$ cat src/rtl/xlat_fault_unit.sv
module xlat_fault_unit #(
  parameter int ASID_W = 8,
  parameter int PFN_W  = 20
) (
  input  logic              clk,
  input  logic              rst_n,
  input  logic              req_valid,
  input  logic [1:0]        req_kind,
  input  logic [31:0]       req_vaddr,
  input  logic [3:0]        req_size,
  input  logic [ASID_W-1:0] req_asid,
  input  logic [31:0]       status,
  input  logic              small_pages,
  input  logic              tlb_hit,
  input  logic [4:0]        tlb_shift,
  input  logic [PFN_W-1:0]  tlb_pfn0,
  input  logic [PFN_W-1:0]  tlb_pfn1,
  input  logic              tlb_v0,
  input  logic              tlb_v1,
  input  logic              tlb_d0,
  input  logic              tlb_d1,
  output logic              rsp_valid,
  output logic [PFN_W+11:0] rsp_paddr,
  output logic              rsp_uncached,
  output logic [6:0]        rsp_fault,
  output logic [31:0]       rsp_bad_vaddr,
  output logic [ASID_W-1:0] rsp_asid,
  output logic [18:0]       rsp_vpn2,
  output logic [1:0]        rsp_vpn2x
);
  localparam int PA_W = PFN_W + 12;

  logic            is_store, is_fetch, kernel, misal, win_c, win_u;
  logic            odd, sel_v, sel_d, tlb_fault;
  logic [20:0]     vpn;
  logic [PA_W-1:0] mask, frame, pa;
  logic [6:0]      f;

  assign is_store = (req_kind == 2'b10);
  assign is_fetch = (req_kind == 2'b00);
  assign kernel   = (|(status & 32'h1000_0006)) || (status[4:3] == 2'b00);
  assign misal    = |((req_size - 4'd1) & req_vaddr[3:0]);
  assign win_c    = (req_vaddr[31:29] == 3'b100);
  assign win_u    = (req_vaddr[31:29] == 3'b101);
  assign vpn      = {req_vaddr[31:13], small_pages ? req_vaddr[12:11] : 2'b00};
  assign odd      = req_vaddr[tlb_shift];
  assign sel_v    = odd ? tlb_v1 : tlb_v0;
  assign sel_d    = odd ? tlb_d1 : tlb_d0;
  assign mask     = (PA_W'(1) << tlb_shift) - PA_W'(1);
  assign frame    = {(odd ? tlb_pfn1 : tlb_pfn0), 12'h000};

  always_comb begin
    f         = '0;
    pa        = '0;
    tlb_fault = 1'b0;
    if (win_u) begin
      pa = PA_W'(req_vaddr[28:0]);
    end else if (win_c) begin
      if (misal || !kernel) f[is_store ? 1 : 0] = 1'b1;
      else                  pa = PA_W'(req_vaddr[28:0]);
    end else if (misal) begin
      f[is_store ? 1 : 0] = 1'b1;
    end else if (!tlb_hit) begin
      f[is_fetch ? 2 : 4] = 1'b1;
      tlb_fault = 1'b1;
    end else if (!sel_v) begin
      f[is_fetch ? 3 : 5] = 1'b1;
      tlb_fault = 1'b1;
    end else if (is_store && !sel_d) begin
      f[6] = 1'b1;
      tlb_fault = 1'b1;
    end else begin
      pa = (frame & ~mask) | (PA_W'(req_vaddr) & mask);
    end
  end

  always_ff @(posedge clk or negedge rst_n) begin
    if (!rst_n) begin
      rsp_valid     <= 1'b0;
      rsp_paddr     <= '0;
      rsp_uncached  <= 1'b0;
      rsp_fault     <= '0;
      rsp_bad_vaddr <= '0;
      rsp_asid      <= '0;
      rsp_vpn2      <= '0;
      rsp_vpn2x     <= '0;
    end else begin
      rsp_valid <= req_valid;
      rsp_fault <= req_valid ? f : 7'd0;
      if (req_valid) begin
        rsp_paddr     <= pa;
        rsp_uncached  <= (f == 7'd0) && req_vaddr[31] && req_vaddr[29];
        rsp_bad_vaddr <= (f != 7'd0) ? req_vaddr : 32'd0;
        rsp_asid      <= tlb_fault ? req_asid : '0;
        rsp_vpn2      <= tlb_fault ? vpn[20:2] : 19'd0;
        rsp_vpn2x     <= tlb_fault ? vpn[1:0] : 2'd0;
      end
    end
  end

  p_latency_r12: assert property (@(posedge clk) disable iff (!rst_n)
    req_valid |=> rsp_valid);
  p_fault_onehot_r12: assert property (@(posedge clk) disable iff (!rst_n)
    $onehot0(rsp_fault));
  p_fault_zero_pa_r12: assert property (@(posedge clk) disable iff (!rst_n)
    (rsp_valid && rsp_fault != 7'd0) |-> (rsp_paddr == '0 && !rsp_uncached));
  p_uncached_window_r4: assert property (@(posedge clk) disable iff (!rst_n)
    (req_valid && req_vaddr[31:29] == 3'b101) |=>
      (rsp_fault == 7'd0 && rsp_uncached && rsp_paddr == PA_W'($past(req_vaddr[28:0]))));
  p_modified_store_r9: assert property (@(posedge clk) disable iff (!rst_n)
    rsp_fault[6] |-> ($past(req_kind) == 2'b10));
endmodule

$ cat config.mk
export PLATFORM = sky130hd
export DESIGN_NAME = xlat_fault_unit
export DESIGN_NICKNAME = d
export VERILOG_FILES = /design/src/rtl/xlat_fault_unit.sv
export SDC_FILE = /design/constraint.sdc
export NUM_CORES = 1
export LEC_CHECK = 0
export BUFFER_PORTS_ARGS = -buffer_cell sky130_fd_sc_hd__buf_2
export CAP_MARGIN = 20
export CORE_MARGIN = 2
export CORE_UTILIZATION = 48
export CTS_CLUSTER_DIAMETER = 60
export DETAILED_ROUTE_END_ITERATION = 8
export PLACE_DENSITY_LB_ADDON = 0.15
export SLEW_MARGIN = 10
export SYNTH_ARGS = -nofsm -noshare
export SYNTH_HDL_FRONTEND = slang
export SYNTH_SLANG_ARGS = --single-unit
$ cat constraint.sdc
create_clock -name clk -period 0.85 [get_ports clk]
set_input_delay 0.1275 -clock clk [delete_from_list [all_inputs] [get_ports clk]]
set_output_delay 0.1275 -clock clk [all_outputs]
set_load 0.02 [all_outputs]
==> results.toml, run 1 <==
[final_layout]
final_cell_area_sq_um = 9580
syn2layout_area_growth_pct = 77.3
num_antenna_cells = 0
seqCellArea_sq_um = 2550
drive_above_1_share_pct = 54.7
fillers = 514
multi_input_area_sq_um = 3100
final_nets = 1060

[detailed_routing]
num_vias = 6387
viasPerCell = 5.97
route.antenna.remaining_nets = 0
drc = 0
wl_per_cell_um = 21.4
wirelength_um = 22900
firstDrtPassIters = 5
drtIter0Drc = 517

[worst_setup_path]
cp_top_family = "simple AND/OR/NAND/NOR gates"
critPathBufInv = 5
path_cells = "buf_16, buf_4, mux2i_1, nand2_1, and3_1, or4_4, buf_4, buf_4, mux2i_4, buf_12, a21oi_2, o2bb2ai_1"
crit_path_end_kind = "flop"
r2r_setup_slack_ns = -0.07
critPathLaunchType = "input port"
crit_fanout = 9
slowest_stage = "or4_4"
max_stage_delay_ns = 0.53
crit_type = "in2reg"
r2r_start = "rsp_paddr[7]"
crit_top_cell = "buf_4"
worst_r2r_path_depth = 3
critPathArrivalTime_ns = 2.44
critPathRequiredTime_ns = 1.11
reg2reg_to = "rsp_paddr[7]"

[die]
die_h_um = 110
initial_core_util_pct = 49.4
core_region_area_sq_um = 10900
ioPinCount = 234
die_area_sq_um = 12100
rows = 38
fp.dieW_um = 110

[place]
dpl-instance-area_sq_um = 7460
routabilityCongestion = 0.905
hpwl_um = 13700
numPortBuffers = 206

[sta]
worst_pin_slew_ns = 0.465
drv_slew = 0
timing.clock.skew_ns = 0
hold_slack_ns = 0.0156
clock.fmax_mhz = 458
setup_tns_ns = -132.64
rsz0062_at_grt = "yes"
relSlewSlack_pct = 68.9
hold_violations = 0
final-setup-viol-count = 203
fin_ws_ns = -1.33
period_share_pct = 257
period_minus_slack_ns = 2.18

[pwr]
p_comb_share_pct = 34.9
vdd_drop_max_v = 0.00106
p_int_mw = 9.97
seqPwrFrac_pct = 38.2
clockPowerShare_pct = 26.9
power_density_nw_per_um2 = 1520
switching_share_pct = 31.7
power_leakage_nw = 4.68
p_sw_mw = 4.63

[clock_network]
cts_buffers = 9
cts.path.max_buffers = 2
cts_root_buf = "clkbuf_16"
cts-htree-levels = 3
cts_tree = "done"
clk_latency_ns = 0.34
cts.sink_count = 102
clkTransAtPathRegs_ns = 0.07

[grt]
grt_max_degree = 55
grt_util_met2_pct = 54.1
grt_use_met3_pct = 6.11
track_usage_pct = 32.4
grt_pass1_vias = 5850
overflow = 0
gr-usage-met1_pct = 42.0
grt_pass1_wl_um = 29800
antenna_found_initial = 0
top_usage_layer = "met2"

[worst_hold_path]
worstHoldPathType = "in2reg"
hp-start = "req_asid[7]"
holdPathStages = 3
whs_endpoint = "rsp_asid[7]"

[yosys]
synth.ff_latch_count = 102
ys.flop_type = "dfrtp_1"
syn_area_sq_um = 5410
postSynthCellCount = 569
synth_edf_count = 0
async_reset_ff_share_pct = 100
ys.warnings.count = 0
synth.avg_cell_area_sq_um = 9.50
synth_nets = 703
yosysSeqAreaShare_pct = 47.2
ys_types = 55

[status]
status = "finished, violations left"
violations = "setup timing"

[flow_run]
max_cap_viol_count = 0
[cells in the mapped netlist (2+ instances only)]
library cell	n	area share, %
nor3_1	7	0.65
o31ai_1	4	0.56
o2111ai_1	2	0.32
o2bb2ai_1	39	6.3
or4_1	2	0.28
a21boi_0	2	0.28
a31oi_1	4	0.46
nor3b_1	2	0.28
o22ai_1	2	0.23
or2_2	3	0.35
a21oi_1	53	4.9
dfrtp_1	102	47
o211a_1	2	0.37
o21ai_0	22	2.0
nand2_1	109	7.6
xor2_1	2	0.32
nand2b_1	4	0.46
nor2_1	23	1.6
and3_1	4	0.46
and2_1	5	0.58
clkbuf_1	29	2.0
nand3_1	8	0.74
ha_1	2	0.46
nor4_1	3	0.35
mux2_2	16	3.3
nor2b_1	3	0.35
mux2i_1	36	6.7
a21o_1	2	0.28
buf_2	10	0.93
a2bb2oi_1	5	0.81
buf_4	3	0.42
a22oi_1	6	0.83
o221ai_1	15	2.4
a22o_1	7	1.1
inv_1	11	0.76
[sequential cells by signal (all words and copies together), names as in the netlist]
register / flops
rsp_bad_vaddr: 32
rsp_asid: 8
rsp_paddr: 32
rsp_vpn2: 19
rsp_vpn2x: 2
rsp_fault: 7
rsp_uncached: 1
rsp_valid: 1
[layout make-up]
type                    instances  share of cell area [%]
inverters                      11                   0.640
well taps                     140                    1.83
multi-input cells             412                    32.4
repair buffers                390                    35.6
clock buffers                  12                    2.68
clock inverters                 3                   0.209
flip-flops and latches        102                    26.6
[worst max-delay path by stage]
| stage | slack (ns) | from | end | depth (start not counted) |
|---|---|---|---|---|
| after floorplan | -1.43 | tlb_shift[1] | rsp_paddr[26] | 12 |
| after global placement | -1.89 | tlb_shift[1] | rsp_paddr[10] | 8 |
| after detailed placement | -1.94 | tlb_shift[1] | rsp_bad_vaddr[18] | 9 |
| after CTS | -1.21 | tlb_shift[3] | rsp_paddr[14] | 11 |
| after global routing | -1.37 | tlb_shift[1] | rsp_paddr[4] | 12 |
| final | -1.33 | tlb_shift[1] | rsp_paddr[4] | 12 |
[through the flow]
step                      utilization [%]  cells  setup WS, ns  power [mW]
after floorplan                         -    569         -1.43        7.47
after global placement               68.2    985         -1.89        9.03
after detailed placement             68.2    985         -1.94        9.10
after CTS                            76.7   1027         -1.21        13.4
after global routing                 87.6   1070         -1.37        15.1
final                                87.6   1070         -1.33        14.6
[kinds of logic after synthesis]
family          share of synthesized area [%]
buf+inv                                  4.40
mux                                      10.3
flops                                    47.2
xor+xnor                                0.486
simple gates                             14.7
fa+ha+maj                               0.463
compound gates                           22.5
[routing by layer]
layer | part of all wire [%] | wire length (um)
met1 | 38 | 8790
met2 | 50 | 11300
met3 | 8.3 | 1890
met4 | 3.6 | 830
met5 | 0 | 0
[power by group through the flow]
stage | registers, mW | logic (mW) | clock network [mW]
final | 5.58 | 5.09 | 3.93
after global routing | 5.61 | 5.35 | 4.14
after CTS | 5.47 | 4.01 | 3.95
after detailed placement | 5.55 | 3.56 | 0
after global placement | 5.54 | 3.49 | 0
after floorplan | 6.04 | 1.43 | 0
[placed cells by master, fill, tap and decap left out, drive strengths merged, types with 4 or more instances in the layout]
master | synthesis | routed
and2 | 5 | 5
a31oi | 4 | 4
and3 | 4 | 4
o31ai | 4 | 4
a2bb2oi | 5 | 5
mux2 | 16 | 16
o221ai | 15 | 15
nand2 | 110 | 110
nor3 | 7 | 7
o21ai | 23 | 23
clkbuf | 29 | 14
mux2i | 37 | 37
nand3 | 8 | 8
buf | 15 | 387
a22o | 7 | 7
o2bb2ai | 39 | 39
dfrtp | 102 | 102
nor2 | 23 | 23
nand2b | 4 | 4
inv | 11 | 11
a21oi | 53 | 53
a22oi | 6 | 6
[worst min-delay path: stages]
cell and delay [ns]:
buf_2 0.10, nand2_1 0.05, o2bb2ai_1 0.05
[timing repair]
item / CTS / global route
setup endpoints to repair: 203 / 203
endpoints found under the hold margin: 102 / 0
hold buffers: 1 / 0
gates cloned: 4 / 2
gates resized for setup: 92 / 257
pin swaps: 35 / 18
setup buffers: 24 / 44
No activity file was read; power rests on OpenSTA's default activity.
==> run 2, diff against run 1 <==
--- a/config.mk
+++ b/config.mk
@@ -5,13 +5,15 @@
 export SDC_FILE = /design/constraint.sdc
 export NUM_CORES = 1
 export LEC_CHECK = 0
+export ABC_AREA = 1
 export BUFFER_PORTS_ARGS = -buffer_cell sky130_fd_sc_hd__buf_2
 export CAP_MARGIN = 20
 export CORE_MARGIN = 2
-export CORE_UTILIZATION = 48
+export CORE_UTILIZATION = 46
 export CTS_CLUSTER_DIAMETER = 60
 export DETAILED_ROUTE_END_ITERATION = 8
 export PLACE_DENSITY_LB_ADDON = 0.15
+export REMOVE_ABC_BUFFERS = 1
 export SLEW_MARGIN = 10
 export SYNTH_ARGS = -nofsm -noshare
 export SYNTH_HDL_FRONTEND = slang
==> constraint.sdc (replaced) <==
create_clock -name clk -period 1.9 [get_ports clk]
set_input_delay 0.285 -clock clk [delete_from_list [all_inputs] [get_ports clk]]
set_output_delay 0.285 -clock clk [all_outputs]
set_load 0.02 [all_outputs]
==> results.toml, run 2 <==
[status]
status = "finished, violations left"
violations = "hold timing"

[die]
rows = 43
initial_core_util_pct = 46.6
fp.dieW_um = 122
ioPinCount = 234
die_h_um = 122
die_area_sq_um = 14900
core_region_area_sq_um = 13800

[sta]
hold_slack_ns = -0.0185
drv_slew = 0
relSlewSlack_pct = 63.5
timing.clock.skew_ns = 0
setup_tns_ns = 0
final-setup-viol-count = 0
hold_violations = 8
period_minus_slack_ns = 1.78
worst_pin_slew_ns = 0.547
clock.fmax_mhz = 563
period_share_pct = 93.5

[grt]
overflow = 0
grt_max_degree = 103
antenna_found_initial = 0
grt_pass1_wl_um = 33500
track_usage_pct = 29.1
grt_pass1_vias = 6545

[yosys]
synth_most_common_cell = "nand2_1"
async_reset_ff_share_pct = 100
synth_edf_count = 0
netlist_top_cells_count = "nand2_1, dfrtp_1, nand3_1"
ys.flop_type = "dfrtp_1"
ys_types = 44
postSynthCellCount = 931
synth_top_area_share_pct = 39.8
yosysSeqAreaShare_pct = 39.8
synth_top_cell_by_area = "dfrtp_1"
synth.avg_cell_area_sq_um = 6.89
ys.warnings.count = 0
synth.ff_latch_count = 102
synth.area.top_cells = "dfrtp_1, nand2_1, nand3_1"
syn_area_sq_um = 6410

[detailed_routing]
num_vias = 7158
viasPerCell = 5.03
wirelength_um = 21500
drc = 0
drtIter0Drc = 368
firstDrtPassIters = 5
wl_per_cell_um = 15.1
route.antenna.remaining_nets = 0

[final_layout]
postLayoutCoreUtil_pct = 65.2
layout_common_cells = "nand2_1, buf_2, buf_4"
multi_input_area_sq_um = 3440
reg_top3 = "rsp_bad_vaddr (32), rsp_paddr (32), rsp_vpn2 (19)"
seqCellArea_sq_um = 2550
drive_above_1_share_pct = 33.8
syn2layout_area_growth_pct = 39.9
fillers = 1323
final_cells = 1424
final_nets = 1373
final_common_cell = "nand2_1"
num_antenna_cells = 0

[worst_setup_path]
critPathLaunchType = "input port"
critPathRequiredTime_ns = 2.20
critPathArrivalTime_ns = 2.07
crit_fanout = 6
crit_type = "in2reg"
crit_path_end_kind = "flop"

[pwr]
vdd_drop_max_v = 0.000585
switching_share_pct = 34.6
power_density_nw_per_um2 = 719
p_comb_share_pct = 31.6
power_leakage_nw = 5.27
clockPowerShare_pct = 30.2
p_sw_mw = 2.23
seqPwrFrac_pct = 38.2
p_total_mw = 6.45
p_int_mw = 4.22

[clock_network]
cts_tree = "done"
cts_hold_buf = 0
clkTransAtPathRegs_ns = 0.07
cts.sink_count = 102
cts-htree-levels = 3
cts_buffers = 9
clk_latency_ns = 0.35
cts_root_buf = "clkbuf_16"
cts.path.max_buffers = 2

[place]
numPortBuffers = 206
placed_cells_incl_taps = 1405
hpwl_um = 16100
routabilityCongestion = 0.974

[flow_run]
max_cap_viol_count = 0

[worst_hold_path]
worstHoldPathType = "in2async"
-- run 2: cell types whose count changed after synthesis, sizes merged, moves of 10 or more --
cell,previous run,this run
inv,11,49
mux2,16,0
mux2i,37,0
nor2,23,60
nand3,8,83
o2bb2ai,39,0
o221ai,15,0
buf,15,25
o21ai,23,33
nand2,110,424
nand4,0,35
-- run 2: repair_timing --
action / in CTS / in global routing
setup endpoints to repair: 4 / 89
setup buffers: 1 / 1
gates cloned: 0 / 1
resized for setup: 1 / 24
pin swaps: 1 / 4
-- run 2: final cells by class --
cell class | instances | share of cell area [%]
sequential | 102 | 28.4
tap | 180 | 2.51
clock inverter | 5 | 0.725
multi-input combinational | 730 | 38.3
timing repair buffer | 345 | 25.1
inverter | 51 | 2.26
clock buffer | 11 | 2.70
-- run 2: power groups by stage --
| stage | clock network (mW) | logic (mW) | registers (mW) |
|---|---|---|---|
| after floorplan | 0 | 0.745 | 2.76 |
| after global routing | 2.06 | 2.24 | 2.49 |
| final | 1.95 | 2.04 | 2.47 |
| after detailed placement | 0 | 1.98 | 2.50 |
| after CTS | 1.99 | 1.99 | 2.47 |
| after global placement | 0 | 1.96 | 2.50 |
-- run 2: final timing paths --
path | start | end | slack (ns) | depth (start not counted)
setup / recovery | tlb_shift[0] | rsp_paddr[18] | 0.12 | 15
hold / removal | rst_n | rsp_bad_vaddr[14] | -0.02 | 2
setup reg to reg | rsp_paddr[17] | rsp_paddr[17] | 1.12 | 2
hold reg to reg | rsp_paddr[30] | rsp_paddr[30] | 0.47 | 2
max in group asynchronous | rst_n | rsp_paddr[6] | 1.50 | 2
min in group clk | req_asid[2] | rsp_asid[2] | 0.12 | 3
-- run 2: kinds of logic (layout without fill, tap and decap cells) --
family	count (synthesis)	after routing	synth area share, %
adders and majority gates	2	2	0.390
and+or+nand+nor	626	626	43.5
xor gates and xnor gates	5	5	0.683
AOI/OAI and AO/OA	97	97	8.08
DFF	102	102	39.8
buffers and inverters	99	412	7.51
-- run 2: per-layer routing --
metal	GRT usage, %	wire length, um	part of all wire (%)
met1	38.6	9680	45
met2	49.1	10300	48
met3	3.14	1010	4.7
met4	10.4	574	2.7
met5	0	0	0
-- run 2: metrics by stage --
stage               area [sq um]  setup WS [ns]
finish                      8970          0.124
global route                8970       -0.00220
CTS                         8860       0.000479
detailed placement          8540         -0.402
global placement            8540         -0.398
floorplan                   6130         -0.666
-- run 2: worst max-delay path: stages --
cell and delay, ns:
buf_6 0.14, buf_4 0.14, nand2_2 0.07, nor2_2 0.27, nand3_1 0.15, nand2_1 0.14
nor2_1 0.09, nand2_1 0.11, nor3_2 0.05, buf_4 0.14, xor2_1 0.21, nand2_1 0.08
o21ai_0 0.08, nand2_1 0.07, nand2_1 0.05
==> run 3, diff against run 2 <==
--- a/config.mk
+++ b/config.mk
@@ -13,6 +13,7 @@
 export CTS_CLUSTER_DIAMETER = 60
 export DETAILED_ROUTE_END_ITERATION = 8
 export PLACE_DENSITY_LB_ADDON = 0.15
+export RECOVER_POWER = 25
 export REMOVE_ABC_BUFFERS = 1
 export SLEW_MARGIN = 10
 export SYNTH_ARGS = -nofsm -noshare
==> results.toml, run 3 (synthesis results as in run 2) <==
[pwr]
power_leakage_nw = 5.27
switching_share_pct = 34.6
seqPwrFrac_pct = 38.2
power_density_nw_per_um2 = 720
vdd_drop_max_v = 0.000586
clockPowerShare_pct = 30.2
p_comb_share_pct = 31.6
p_int_mw = 4.22
p_total_mw = 6.45
p_sw_mw = 2.23

[detailed_routing]
drc = 0
wirelength_um = 21500
drtIter0Drc = 371
num_vias = 7167
route.antenna.remaining_nets = 0
viasPerCell = 5.03
firstDrtPassIters = 5
wl_per_cell_um = 15.1

[clock_network]
cts_tree = "done"
clk_latency_ns = 0.35
clkTransAtPathRegs_ns = 0.07
cts.sink_count = 102
cts_buffers = 9
cts_root_buf = "clkbuf_16"
cts.path.max_buffers = 2
cts-htree-levels = 3

[final_layout]
final_common_cell = "nand2_1"
syn2layout_area_growth_pct = 39.7
drive_above_1_share_pct = 33.8
layout_common_cells = "nand2_1, buf_2, buf_4"
final_nets = 1373
final_cell_area_sq_um = 8960
num_antenna_cells = 0
reg_top3 = "rsp_bad_vaddr (32), rsp_paddr (32), rsp_vpn2 (19)"

[sta]
worst_pin_slew_ns = 1.39
relSlewSlack_pct = 7.15
fin_ws_ns = 0.125
clock.fmax_mhz = 563
final-setup-viol-count = 0
hold_violations = 0
period_share_pct = 93.4
period_minus_slack_ns = 1.77
timing.clock.skew_ns = 0
drv_slew = 0

[place]
dpl-instance-area_sq_um = 8540
routabilityCongestion = 0.974
hpwl_um = 16100
place_ws_ns = -0.402
numPortBuffers = 206

[die]
die_h_um = 122
fp.dieW_um = 122
initial_core_util_pct = 46.6
core_region_area_sq_um = 13800
ioPinCount = 234
die_area_sq_um = 14900
rows = 43

[worst_setup_path]
critPathRequiredTime_ns = 2.20
crit_type = "in2reg"
crit_fanout = 6
critPathArrivalTime_ns = 2.07
critPathLaunchType = "input port"
crit_path_end_kind = "flop"
r2r_start = "rsp_paddr[17]"
critical_path.startpoint = "tlb_shift[0]"

[grt]
grt_pass1_wl_um = 33500
grt_max_degree = 103
track_usage_pct = 29.1
grt_pass1_vias = 6545
overflow = 0
antenna_found_initial = 0

[flow_run]
max_cap_viol_count = 0

[status]
status = "completed"

[worst_hold_path]
worstHoldPathType = "in2reg"
hp-start = "req_asid[2]"
-- run 3: cell count changes in the layout (fill, tap and decap cells not counted), sizes merged --
| cell | before | now |
|---|---|---|
| buf | 344 | 342 |
| clkbuf | 12 | 14 |
-- run 3: repair_timing --
action,CTS,global route
endpoints found under the hold margin,0,0
cloned,0,1
endpoints found under the setup margin,4,89
buffers inserted,1,1
gates resized for setup,1,24
hold buffers,0,0
pin swaps,1,4
-- run 3: cell type report --
| class | count | area, sq um |
|---|---|---|
| Fill cell | 1325 | 4810 |
| Clock buffer | 11 | 243 |
| Multi-Input combinational cell | 730 | 3440 |
| Sequential cell | 102 | 2550 |
| Clock inverter | 5 | 65.1 |
| Inverter | 51 | 203 |
| Timing Repair Buffer | 345 | 2240 |
| Tap cell | 180 | 225 |
-- run 3: through the flow --
| stage | hold WS, ns | utilization (%) | TNS [ns] | std cells |
|---|---|---|---|---|
| after floorplan | -0.0106 | - | -37.69 | 883 |
| after global placement | 0.393 | 62.0 | -23.41 | 1405 |
| after detailed placement | 0.392 | 62.0 | -27.58 | 1405 |
| after CTS | 0.00814 | 64.3 | 0 | 1422 |
| after global routing | 0.111 | 65.1 | -0.00220 | 1424 |
| final | 0.122 | 65.1 | 0 | 1424 |
-- run 3: worst max-delay path, stage by stage --
cell and delay, ns:
buf_6 0.14, buf_4 0.14, nand2_2 0.07, nor2_2 0.27
nand3_1 0.15, nand2_1 0.14, nor2_1 0.09, nand2_1 0.11
nor3_2 0.05, buf_4 0.14, xor2_1 0.21, nand2_1 0.08
o21ai_0 0.08, nand2_1 0.07, nand2_1 0.05
-- run 3: worst paths after layout --
| check | to | slack [ns] | cells after the start |
|---|---|---|---|
| worst max register to register | rsp_paddr[17] | 1.12 | 2 |
| min in group asynchronous | rsp_bad_vaddr[14] | 0.38 | 2 |
| max in group asynchronous | rsp_paddr[6] | 0.65 | 2 |
| worst max-delay path | rsp_paddr[18] | 0.13 | 15 |
| worst min-delay path | rsp_asid[2] | 0.12 | 3 |
| worst min register to register | rsp_paddr[30] | 0.47 | 2 |
-- run 3: routing by layer --
layer | track usage (%) | share of wire (%) | vias up
li1 | - | - | 3635
met1 | 38.6 | 45 | 3302
met2 | 49.1 | 48 | 199
met3 | 3.14 | 4.7 | 31
met4 | 10.4 | 2.7 | 0
met5 | 0 | 0 | -
-- run 3: power groups by stage --
stage	sequential [mW]	clock, mW	combinational, mW
global placement	2.50	0	1.96
CTS	2.47	1.99	1.99
floorplan	2.76	0	0.745
global route	2.49	2.06	2.24
finish	2.47	1.95	2.04
detailed placement	2.50	0	1.98
